### src/rtl/spi_dr_pkg.sv
package spi_dr_pkg;
  localparam int unsigned FLASH_AW = 24;
  localparam logic [7:0] OP_READ   = 8'h03;
  localparam logic [7:0] OP_STATUS = 8'h05;

  typedef enum logic [2:0] {
    ST_POLL_GAP,
    ST_POLL_CMD,
    ST_POLL_RD,
    ST_IDLE,
    ST_CMD,
    ST_ADDR,
    ST_DATA,
    ST_END
  } dr_state_e;
endpackage

### src/rtl/spi_dr_plan.sv
module spi_dr_plan
  import spi_dr_pkg::*;
#(
  parameter int unsigned NDW_W = 5,
  parameter int unsigned NB_W  = 7
) (
  input  logic [FLASH_AW-3:0] dw_addr_i,
  input  logic [NDW_W-1:0]    ndw_i,
  input  logic [3:0]          be_i,
  output logic [FLASH_AW-1:0] start_o,
  output logic [NB_W-1:0]     nbytes_o,
  output logic                zero_o,
  output logic                illegal_o
);
  logic       contig, hi_tail;
  logic [1:0] low_lane;
  logic [NB_W-1:0] pop, full;

  always_comb begin
    contig  = be_i inside {4'b0001, 4'b0010, 4'b0100, 4'b1000, 4'b0011,
                           4'b0110, 4'b1100, 4'b0111, 4'b1110, 4'b1111};
    hi_tail = be_i inside {4'b1000, 4'b1100, 4'b1110, 4'b1111};
    if (be_i[0])      low_lane = 2'd0;
    else if (be_i[1]) low_lane = 2'd1;
    else if (be_i[2]) low_lane = 2'd2;
    else              low_lane = 2'd3;
    pop  = NB_W'(be_i[0]) + NB_W'(be_i[1]) + NB_W'(be_i[2]) + NB_W'(be_i[3]);
    full = NB_W'(ndw_i) * NB_W'(4);

    start_o   = {dw_addr_i, 2'b00};
    nbytes_o  = full;
    zero_o    = 1'b0;
    illegal_o = 1'b0;
    if (ndw_i == NDW_W'(1)) begin
      if (be_i == 4'b0000) begin
        zero_o   = 1'b1;
        nbytes_o = '0;
      end else if (contig) begin
        start_o  = {dw_addr_i, low_lane};
        nbytes_o = pop;
      end
    end else begin
      if (be_i == 4'b0000) begin
        illegal_o = 1'b1;
        nbytes_o  = '0;
      end else if (hi_tail) begin
        start_o  = {dw_addr_i, low_lane};
        nbytes_o = full - NB_W'(4) + pop;
      end
    end
  end
endmodule

### src/rtl/spi_dr_byte.sv
module spi_dr_byte #(
  parameter int unsigned BITS = 8
) (
  input  logic            clk_i,
  input  logic            rst_ni,
  input  logic            start_i,
  input  logic [BITS-1:0] tx_i,
  output logic            done_o,
  output logic [BITS-1:0] rx_o,
  output logic            sck_o,
  output logic            mosi_o,
  input  logic            miso_i
);
  localparam int unsigned CNT_W = $clog2(2 * BITS);

  logic [CNT_W-1:0] cnt_q;
  logic [BITS-1:0]  sh_q;
  logic             busy_q, done_q;

  // even count: SCK low, MOSI settled; odd count: SCK high, sample at its end
  always_ff @(posedge clk_i or negedge rst_ni) begin
    if (!rst_ni) begin
      cnt_q  <= '0;
      sh_q   <= '0;
      busy_q <= 1'b0;
      done_q <= 1'b0;
    end else begin
      done_q <= 1'b0;
      if (start_i) begin
        sh_q   <= tx_i;
        cnt_q  <= '0;
        busy_q <= 1'b1;
      end else if (busy_q) begin
        cnt_q <= cnt_q + CNT_W'(1);
        if (cnt_q[0]) sh_q <= {sh_q[BITS-2:0], miso_i};
        if (cnt_q == CNT_W'(2 * BITS - 1)) begin
          busy_q <= 1'b0;
          done_q <= 1'b1;
        end
      end
    end
  end

  assign sck_o  = busy_q & cnt_q[0];
  assign mosi_o = sh_q[BITS-1];
  assign rx_o   = sh_q;
  assign done_o = done_q;

  a_r8_no_restart_busy: assert property (@(posedge clk_i) disable iff (!rst_ni)
    start_i |-> !busy_q);
  a_r8_mosi_hold_sck_high: assert property (@(posedge clk_i) disable iff (!rst_ni)
    sck_o |-> $stable(mosi_o));
endmodule

### src/rtl/spi_flash_dread.sv
module spi_flash_dread
  import spi_dr_pkg::*;
#(
  parameter int unsigned MAX_DW = 16,
  localparam int unsigned NDW_W = $clog2(MAX_DW + 1),
  localparam int unsigned NB_W  = $clog2(4 * MAX_DW + 1)
) (
  input  logic                clk_i,
  input  logic                rst_ni,
  input  logic                req_valid_i,
  output logic                req_ready_o,
  input  logic [FLASH_AW-3:0] req_dw_addr_i,
  input  logic [NDW_W-1:0]    req_ndw_i,
  input  logic [3:0]          req_first_be_i,
  output logic                rsp_valid_o,
  output logic [31:0]         rsp_data_o,
  output logic                rsp_last_o,
  output logic                rsp_err_o,
  output logic                spi_cs_no,
  output logic                spi_sck_o,
  output logic                spi_mosi_o,
  input  logic                spi_miso_i
);
  dr_state_e state_q;
  logic [FLASH_AW-1:0] plan_start, addr_q;
  logic [NB_W-1:0]     plan_nb, left_q;
  logic                plan_zero, plan_ill;
  logic                go_q, bdone;
  logic [7:0]          tx_q, rx;
  logic [1:0]          lane_q, idx_q;
  logic [31:0]         acc_q, acc_nx;
  logic                rsp_valid_q, rsp_last_q, rsp_err_q;
  logic [31:0]         rsp_data_q;

  spi_dr_plan #(.NDW_W(NDW_W), .NB_W(NB_W)) u_plan (
    .dw_addr_i (req_dw_addr_i),
    .ndw_i     (req_ndw_i),
    .be_i      (req_first_be_i),
    .start_o   (plan_start),
    .nbytes_o  (plan_nb),
    .zero_o    (plan_zero),
    .illegal_o (plan_ill)
  );

  spi_dr_byte #(.BITS(8)) u_byte (
    .clk_i   (clk_i),
    .rst_ni  (rst_ni),
    .start_i (go_q),
    .tx_i    (tx_q),
    .done_o  (bdone),
    .rx_o    (rx),
    .sck_o   (spi_sck_o),
    .mosi_o  (spi_mosi_o),
    .miso_i  (spi_miso_i)
  );

  always_comb begin
    acc_nx = acc_q;
    acc_nx[{lane_q, 3'b000} +: 8] = rx;
  end

  always_ff @(posedge clk_i or negedge rst_ni) begin
    if (!rst_ni) begin
      state_q     <= ST_POLL_GAP;
      go_q        <= 1'b0;
      tx_q        <= '0;
      addr_q      <= '0;
      left_q      <= '0;
      lane_q      <= '0;
      idx_q       <= '0;
      acc_q       <= '1;
      rsp_valid_q <= 1'b0;
      rsp_data_q  <= '1;
      rsp_last_q  <= 1'b0;
      rsp_err_q   <= 1'b0;
    end else begin
      go_q        <= 1'b0;
      rsp_valid_q <= 1'b0;
      rsp_last_q  <= 1'b0;
      rsp_err_q   <= 1'b0;
      unique case (state_q)
        ST_POLL_GAP: begin
          state_q <= ST_POLL_CMD;
          go_q    <= 1'b1;
          tx_q    <= OP_STATUS;
        end
        ST_POLL_CMD: if (bdone) begin
          state_q <= ST_POLL_RD;
          go_q    <= 1'b1;
          tx_q    <= 8'h00;
        end
        ST_POLL_RD: if (bdone) state_q <= rx[0] ? ST_POLL_GAP : ST_END;
        ST_IDLE: if (req_valid_i) begin
          if (plan_zero || plan_ill) begin
            rsp_valid_q <= 1'b1;
            rsp_data_q  <= '1;
            rsp_last_q  <= 1'b1;
            rsp_err_q   <= plan_ill;
          end else begin
            addr_q  <= plan_start;
            left_q  <= plan_nb;
            lane_q  <= plan_start[1:0];
            acc_q   <= '1;
            state_q <= ST_CMD;
            go_q    <= 1'b1;
            tx_q    <= OP_READ;
          end
        end
        ST_CMD: if (bdone) begin
          state_q <= ST_ADDR;
          idx_q   <= 2'd0;
          go_q    <= 1'b1;
          tx_q    <= addr_q[23:16];
        end
        ST_ADDR: if (bdone) begin
          go_q  <= 1'b1;
          idx_q <= idx_q + 2'd1;
          if (idx_q == 2'd0)      tx_q <= addr_q[15:8];
          else if (idx_q == 2'd1) tx_q <= addr_q[7:0];
          else begin
            tx_q    <= 8'h00;
            state_q <= ST_DATA;
          end
        end
        ST_DATA: if (bdone) begin
          left_q <= left_q - NB_W'(1);
          lane_q <= lane_q + 2'd1;
          if (lane_q == 2'd3 || left_q == NB_W'(1)) begin
            rsp_valid_q <= 1'b1;
            rsp_data_q  <= acc_nx;
            rsp_last_q  <= (left_q == NB_W'(1));
            acc_q       <= '1;
          end else begin
            acc_q <= acc_nx;
          end
          if (left_q == NB_W'(1)) state_q <= ST_END;
          else begin
            go_q <= 1'b1;
            tx_q <= 8'h00;
          end
        end
        ST_END:  state_q <= ST_IDLE;
        default: state_q <= ST_POLL_GAP;
      endcase
    end
  end

  assign req_ready_o = (state_q == ST_IDLE);
  assign spi_cs_no   = (state_q == ST_POLL_GAP) || (state_q == ST_IDLE) || (state_q == ST_END);
  assign rsp_valid_o = rsp_valid_q;
  assign rsp_data_o  = rsp_data_q;
  assign rsp_last_o  = rsp_last_q;
  assign rsp_err_o   = rsp_err_q;

  a_r10_ready_cs_released: assert property (@(posedge clk_i) disable iff (!rst_ni)
    req_ready_o |-> spi_cs_no);
  a_r2_zero_no_frame: assert property (@(posedge clk_i) disable iff (!rst_ni)
    (req_valid_i && req_ready_o && plan_zero) |=>
      (spi_cs_no && rsp_valid_o && rsp_last_o && !rsp_err_o && rsp_data_o == '1));
  a_r7_illegal_flagged: assert property (@(posedge clk_i) disable iff (!rst_ni)
    (req_valid_i && req_ready_o && plan_ill) |=> (spi_cs_no && rsp_err_o && rsp_last_o));
  a_r9_err_only_on_last: assert property (@(posedge clk_i) disable iff (!rst_ni)
    rsp_err_o |-> rsp_last_o);
  a_r5_count_bounded: assert property (@(posedge clk_i) disable iff (!rst_ni)
    (req_valid_i && req_ready_o && !plan_zero && !plan_ill) |->
      (plan_nb != '0 && plan_nb <= NB_W'(req_ndw_i) * NB_W'(4)));
  a_r1_no_sck_cs_high: assert property (@(posedge clk_i) disable iff (!rst_ni)
    spi_cs_no |-> !spi_sck_o);
endmodule

### config.mk
export PLATFORM = sky130hd
export DESIGN_NAME = spi_flash_dread
export DESIGN_NICKNAME = d
export VERILOG_FILES = /design/src/rtl/spi_dr_pkg.sv /design/src/rtl/spi_dr_plan.sv /design/src/rtl/spi_dr_byte.sv /design/src/rtl/spi_flash_dread.sv
export SDC_FILE = /design/constraint.sdc
export NUM_CORES = 1
export LEC_CHECK = 0
export BUFFER_PORTS_ARGS = -buffer_cell sky130_fd_sc_hd__buf_4
export CORE_MARGIN = 2
export CORE_UTILIZATION = 40
export DETAILED_ROUTE_END_ITERATION = 12
export GPL_ROUTABILITY_DRIVEN = 0
export MAX_ROUTING_LAYER = met4
export PLACE_DENSITY_LB_ADDON = 0.3
export SYNTH_ARGS = -nofsm -noshare
export SYNTH_HDL_FRONTEND = slang
export SYNTH_HIERARCHICAL = 1
export SYNTH_SLANG_ARGS = --single-unit
### constraint.sdc
create_clock -name clk_i -period 2.2 [get_ports clk_i]
set_clock_uncertainty 0.2 [all_clocks]
set_input_delay 0.33 -clock clk_i [delete_from_list [all_inputs] [get_ports clk_i]]
set_output_delay 0.33 -clock clk_i [all_outputs]
set_load 0.05 [all_outputs]
* After elaboration in Yosys (flattened, before gate mapping)
Cells that the tools add are included.
** Storage, ports and cells
- Register bits :: 128
- Output and inout bits :: 39
- Input port bits :: 35
- Word-level logic and storage cells :: 175
** Cells by class
- Mux-type cells :: 88
- Shifts and indexed selects :: 2
- Reductions and logical operators :: 22
- Bitwise logic cells :: 2
- Add/sub/neg operators :: 10
- Eq/ne operators :: 35
** Operators with widths (number)
- $mux W32 :: 8
- $pmux W32 S2 :: 2
- $mux W8 :: 12
- $mux W7 :: 8
- $pmux W8 S6 :: 1
- $mux W3 :: 11
- $bwmux W32 :: 1
- $shift A8 B7 Y32 const A :: 1
- $shiftx A8 B7 Y32 :: 1
- $mux W1 :: 24
- $mux W2 :: 12
- $pmux W3 S8 :: 1
- $eq A4 B4 Y1 const B :: 5
- $add A7 B1 Y7 :: 2
- $ne A2 B2 Y1 const B :: 7
- $pmux W7 S2 :: 1
- $eq A3 B3 Y1 const B :: 4
- $eq A4 B3 Y1 const B :: 3
- $ne A2 B1 Y1 const B :: 6
- $reduce_and A10 Y1 :: 1
- $reduce_bool A10 Y1 :: 1
- $eq A4 B2 Y1 const B :: 2
- $mux W4 :: 2
- $pmux W2 S2 :: 2
- 31 further kinds :: 41

* Longest topological paths before layout
- Word-level depth :: 10
- Depth in mapped cells :: 17
- Gate-level depth less buffers :: 16

* Cells and area by module
The synthesis kept the hierarchy.
** By module, submodules not included
- spi_flash_dread :: sequential area each 2932.8 sq um, area each 5416.4 sq um, times used 1, cells an instance 480
- spi_dr_byte :: sequential area each 350.3 sq um, area each 770.7 sq um, times used 1, cells an instance 70
- spi_dr_plan :: sequential area each 0.0 sq um, area each 755.7 sq um, times used 1, cells an instance 99

* Least setup slack after synthesis
OpenSTA, ideal clock, no wires.
- Path kind :: input port to flip-flop
- Start :: in req_first_be_i[3]
- End :: reg left_q[6]
- Data required time :: 1.921 ns
- Setup time :: 0.079 ns
- Arrival :: 2.988 ns
- Buffers on the path :: 1
- Setup slack :: -1.067 ns
- Cell stages on the path :: 17
- Path through :: buf_2 -> inv_1 -> fa_1 -> inv_1 -> ha_1 -> ha_1 -> inv_1 -> ha_1 -> inv_1 -> ha_1 -> a21o_1 -> a2111oi_0 -> a221oi_2 -> o31ai_1 -> nor2_1 -> a31oi_1 -> a2bb2oi_1
** Between the ends
- Word-level cells in the longest chain between the ends :: 8
- Elaborated cells on any way between the ends :: 29
- Classes of those cells :: add/sub (2); eq/ne (11); mux (11); reduce/logical (5)
** Ends and longest elaborated chain
- start: declaration :: line spi_flash_dread.sv:14 : input logic [3:0] req_first_be_i,
- $add A7 B1 Y7, or another cell as far along :: line spi_dr_plan.sv:27 : pop = NB_W'(be_i[0]) + NB_W'(be_i[1]) + NB_W'(be_i[2]) + NB_W'(be_i[3]);
- $add A7 B7 Y7, or another cell as far along :: line spi_dr_plan.sv:48 : nbytes_o = full - NB_W'(4) + pop;
- $mux W7 (on tied branches) :: line spi_dr_plan.sv:46, spi_dr_plan.sv:38
- $mux W7 (on tied branches) :: line spi_dr_plan.sv:43, spi_dr_plan.sv:35
- $mux W7 (*) :: line spi_dr_plan.sv:34 : if (ndw_i == NDW_W'(1)) begin
- via plan_nb[6] :: line spi_flash_dread.sv:26 : logic [NB_W-1:0] plan_nb, left_q;
- $mux W7 (*) :: line spi_flash_dread.sv:94 : if (plan_zero || plan_ill) begin
- $mux W7 (*) :: line spi_flash_dread.sv:93 : ST_IDLE: if (req_valid_i) begin
- $pmux W7 S2 (*) :: line spi_flash_dread.sv:81 : unique case (state_q)
- end signal: assignment :: line spi_flash_dread.sv:101 : left_q <= plan_nb;
- end signal: assignment :: line spi_flash_dread.sv:126 : left_q <= left_q - NB_W'(1);
- end: declaration :: line spi_flash_dread.sv:26
Mark *: on every way through the listed nets, which the timed path passes. The rest lies on a longest branch. The select of a mux whose other input is x is not followed.
A chain may end at the register's enable or synchronous reset.

* Final worst setup path
- Start :: in req_first_be_i[0]
- End :: reg left_q[6]
** Between the ends
- Word-level cells in the longest chain between the ends :: 10
- Elaborated cells on any way between the ends :: 31
- Classes of those cells :: add/sub (4); eq/ne (11); mux (11); reduce/logical (5)
** Ends and longest elaborated chain
- $add A1 B1 Y2 :: line spi_dr_plan.sv:27
- $add A7 B1 Y7 (2 in series) :: line spi_dr_plan.sv:27
- $add A7 B7 Y7 :: line spi_dr_plan.sv:48
- $mux W7 :: line spi_dr_plan.sv:46 : end else if (hi_tail) begin
- $mux W7 :: line spi_dr_plan.sv:43 : if (be_i == 4'b0000) begin
- $mux W7 (*) :: line spi_dr_plan.sv:34
- via plan_nb[6] :: line spi_flash_dread.sv:26
- $mux W7 (*) :: line spi_flash_dread.sv:94
- $mux W7 (*) :: line spi_flash_dread.sv:93
- $pmux W7 S2 (*) :: line spi_flash_dread.sv:81
Marks and branches as above.

==> flow_metrics.tcl <==
set metrics [dict create \
    outcome "finished, violations left" \
    violations "setup timing" \
    final_antenna_net_count 0 \
    syn_inst 649 \
    cts_root_buf "clkbuf_16" \
    drt-initial-drc-count 389 \
    start_kind "input port" \
    insertion_delay_ns 0.42 \
    die_w_um 136 \
    min_path_type "input port to register" \
    synth_warnings 6 \
    synth.distinct_cells 64 \
    slowest_delay_ns 0.54 \
    grt_overflow 0 \
    antenna_found_initial 0 \
    grt_first_pass_wirelength_um 26600 \
    final_util 0.531 \
    crit_family "adder cells" \
    n_antenna_cell 0 \
    rsz0062_at_grt "yes" \
    die_h_um 136 \
    mostFrequentLayoutCells "buf_4, dfstp_2, dfrtp_1" \
    place_area_um2 8000 \
    ys_ff_latch 128 \
    post-route-drc-count 0 \
    die_area_um2 18400 \
    synthMuxAreaShare 0.105 \
    ios 74 \
    vias_per_cell 5.34 \
    rows 48 \
    clk_path_buf_depth 2 \
    syn2layout_area_growth_pct 30.9 \
    hold_violations 0 \
    p_seq_frac 0.442 \
    post-route-min-period_ns 2.60 \
    worst_slack_ns -0.403 \
    wl_per_cell_um 16.4 \
    synth_top_family_by_area "compound AO/OA/AOI/OAI gates" \
    synthAdderAreaFrac 0.0454 \
    grt_max_degree 46 \
    cp_max_fo 2 \
    syn_avg_cell_area_um2 10.7 \
    synth.net_count 708 \
    fin_cells 1005 \
    cts_tree "yes" \
    power_switching_share 0.225 \
    synth_simple_gate_area_frac 0.132 \
    cp_num_buf_inv 5 \
    drive_gt1_frac 0.417 \
    ys.flop_type "dfstp_2" \
    start_util 0.406 \
    hpwlAfterDp_um 11000 \
    first_global_vias 5433 \
    final_area_um2 9090 \
    finalSetupViolCount 3 \
    tightest_slew_ns 0.817 \
    max_freq_mhz 384 \
    cp_common_cell "ha_4" \
    p_per_area_nw_per_um2 590 \
    critPathRequiredTime_ns 2.34 \
    nets 826 \
    netlist_area_um2 6940 \
    drv_slew 0 \
    fp.coreArea_um2 17100 \
    htree_levels 4 \
    fillCellCount 1482 \
    slew_headroom 0.456 \
    post-place-ws_ns -0.913 \
    finalCritPeriodShare 1.18 \
    power.leakage_nw 4.17 \
    grt_usage 0.188 \
    internal_power_mw 4.15 \
    via_count 5371 \
    vdd.ir_drop.worst_v 0.000534 \
    drtPass1Iterations 5 \
    synth_xor_area_frac 0.00378 \
    max_cap_violations 0 \
    worstPathCellList "buf_8 -> inv_4 -> fa_1 -> inv_2 -> ha_4 -> ha_4 -> inv_2 -> ha_4 -> inv_2 -> ha_4 -> a21o_1 -> a21o_1 -> xnor2_1 -> o31ai_1 -> nor2_1 -> a31oi_1 -> a2bb2oi_1" \
    cts_buffers 17 \
    hold_ws_ns 0.0231 \
    p_sw_mw 1.21 \
    synth_edf_count 0 \
    numClockSinks 128 \
    ys_async_sr_fraction 1.00 \
    slowest_stage "fa_1" \
    port_buffers 73 \
    dpl.cell_count 939 \
    layout_commonest_cell "buf_4" \
    synth-compound-area-share 0.160 \
    yosysSeqAreaShare 0.473 \
    cts.clk_slew.worst_paths_ns 0.06 \
    comb_power_share 0.061 \
    clkPwrFrac 0.497 \
    cp_data_arrival_time_ns 2.74 \
    worstSetupPathType "input port to register" \
    cp-end-kind "register" \
    wirelength_um 16500 \
]
==> layout make-up <==
type / instances / area [um^2] / area share
inverter: 53 / 204 / 0.0224
tap: 225 / 282 / 0.0310
clock inverter: 13 / 109 / 0.0120
sequential: 128 / 3280 / 0.361
multi-input combinational: 408 / 3340 / 0.368
clock buffer: 19 / 454 / 0.0500
timing repair buffer: 159 / 1420 / 0.156
==> worst reg2reg max path, delay by kind of cell (launching register included) <==
family,cells,cell delay (ns)
buffers and inverters,2,0.22
AND/OR/NAND/NOR,1,0.29
AO/OA/AOI/OAI,1,0.37
adder cells (fa/ha/maj),1,0.25
multiplexers,1,0.27
flip-flops,1,0.38
==> path summary, 6_finish.rpt <==
check                                  start             end  slack [ns]  depth (start not counted)
max                        req_first_be_i[0]       left_q[6]       -0.40                         17
min                               spi_miso_i  u_byte/rx_o[0]        0.02                          3
max reg2reg                        lane_q[1]  rsp_data_o[19]        0.13                          6
min reg2reg                    rsp_data_o[4]   rsp_data_o[4]        0.26                          2
max in group asynchronous             rst_ni       acc_q[23]        0.91                          3
min in group asynchronous             rst_ni      state_q[2]        0.23                          2
==> synth_stat cells (all sizes together) (3+ instances only) <==
cell / n / area share
o21ai: 17 / 0.014
xnor2: 3 / 0.0038
and2: 5 / 0.0049
o22a: 8 / 0.010
a211oi: 7 / 0.0076
nand4b: 11 / 0.014
and3b: 8 / 0.010
a221o: 8 / 0.012
nor3: 7 / 0.0058
buf: 45 / 0.044
nor4: 6 / 0.0054
mux2i: 29 / 0.042
dfstp: 64 / 0.24
nor2: 51 / 0.028
a21o: 4 / 0.0043
clkbuf: 16 / 0.0087
mux2: 39 / 0.063
a31oi: 4 / 0.0036
nand3: 11 / 0.0087
or2: 4 / 0.0036
inv: 52 / 0.028
o211ai: 10 / 0.014
ha: 22 / 0.040
nand3b: 3 / 0.0032
a221oi: 25 / 0.032
o21a: 3 / 0.0032
nand2: 25 / 0.014
dfrtp: 64 / 0.23
nor2b: 10 / 0.0090
nor3b: 3 / 0.0049
nand2b: 13 / 0.012
a21oi: 47 / 0.034
==> stage by stage <==
stage	total power, mW	TNS [ns]
floorplan	2.55	-23.55
global placement	2.67	-37.86
detailed placement	2.68	-41.50
CTS	5.41	-1.11
global route	5.56	-1.38
finish	5.36	-1.11
==> routing by layer <==
| metal | vias up | part of all wire | global-route usage | wire (um) |
|---|---|---|---|---|
| li1 | 2544 | - | - | - |
| met5 | - | 0 | - | 0 |
| met1 | 2673 | 0.43 | 0.232 | 7100 |
| met4 | 0 | 0.021 | 0.0550 | 341 |
| met3 | 25 | 0.043 | 0.0438 | 702 |
| met2 | 129 | 0.51 | 0.307 | 8310 |
==> power by group through the flow <==
stage	Sequential (mW)	Clock (mW)	Combinational, mW
floorplan	2.40	0	0.145
global placement	2.40	0	0.267
detailed placement	2.40	0	0.276
CTS	2.37	2.73	0.319
global route	2.37	2.83	0.365
finish	2.37	2.66	0.329
==> kinds of logic after synthesis <==
family / count (synthesis)
compound gates: 148
xor+xnor: 3
fa+ha+maj: 24
buf+inv: 114
flops: 128
mux: 68
simple gates: 164
==> flip-flops by register name, summed over array words and instances, names as in the netlist <==
| name | flops |
|---|---|
| acc_q | 32 |
| addr_q | 24 |
| go_q | 1 |
| idx_q | 2 |
| lane_q | 2 |
| left_q | 7 |
| rsp_data_o | 32 |
| rsp_err_o | 1 |
| rsp_last_o | 1 |
| rsp_valid_o | 1 |
| state_q | 3 |
| tx_q | 8 |
| u_byte/busy_q | 1 |
| u_byte/cnt_q | 4 |
| u_byte/done_o | 1 |
| u_byte/rx_o | 8 |
==> what timing repair did <==
action                                 4_1_cts  5_1_grt
pin swaps                                    8        9
setup buffers                                5        4
gates resized for setup                     19       20
hold buffers                                24        0
gates cloned                                 0        3
setup endpoints to repair                   43       45
endpoints found under the hold margin       34        0
(Power assumes the default switching activity.)
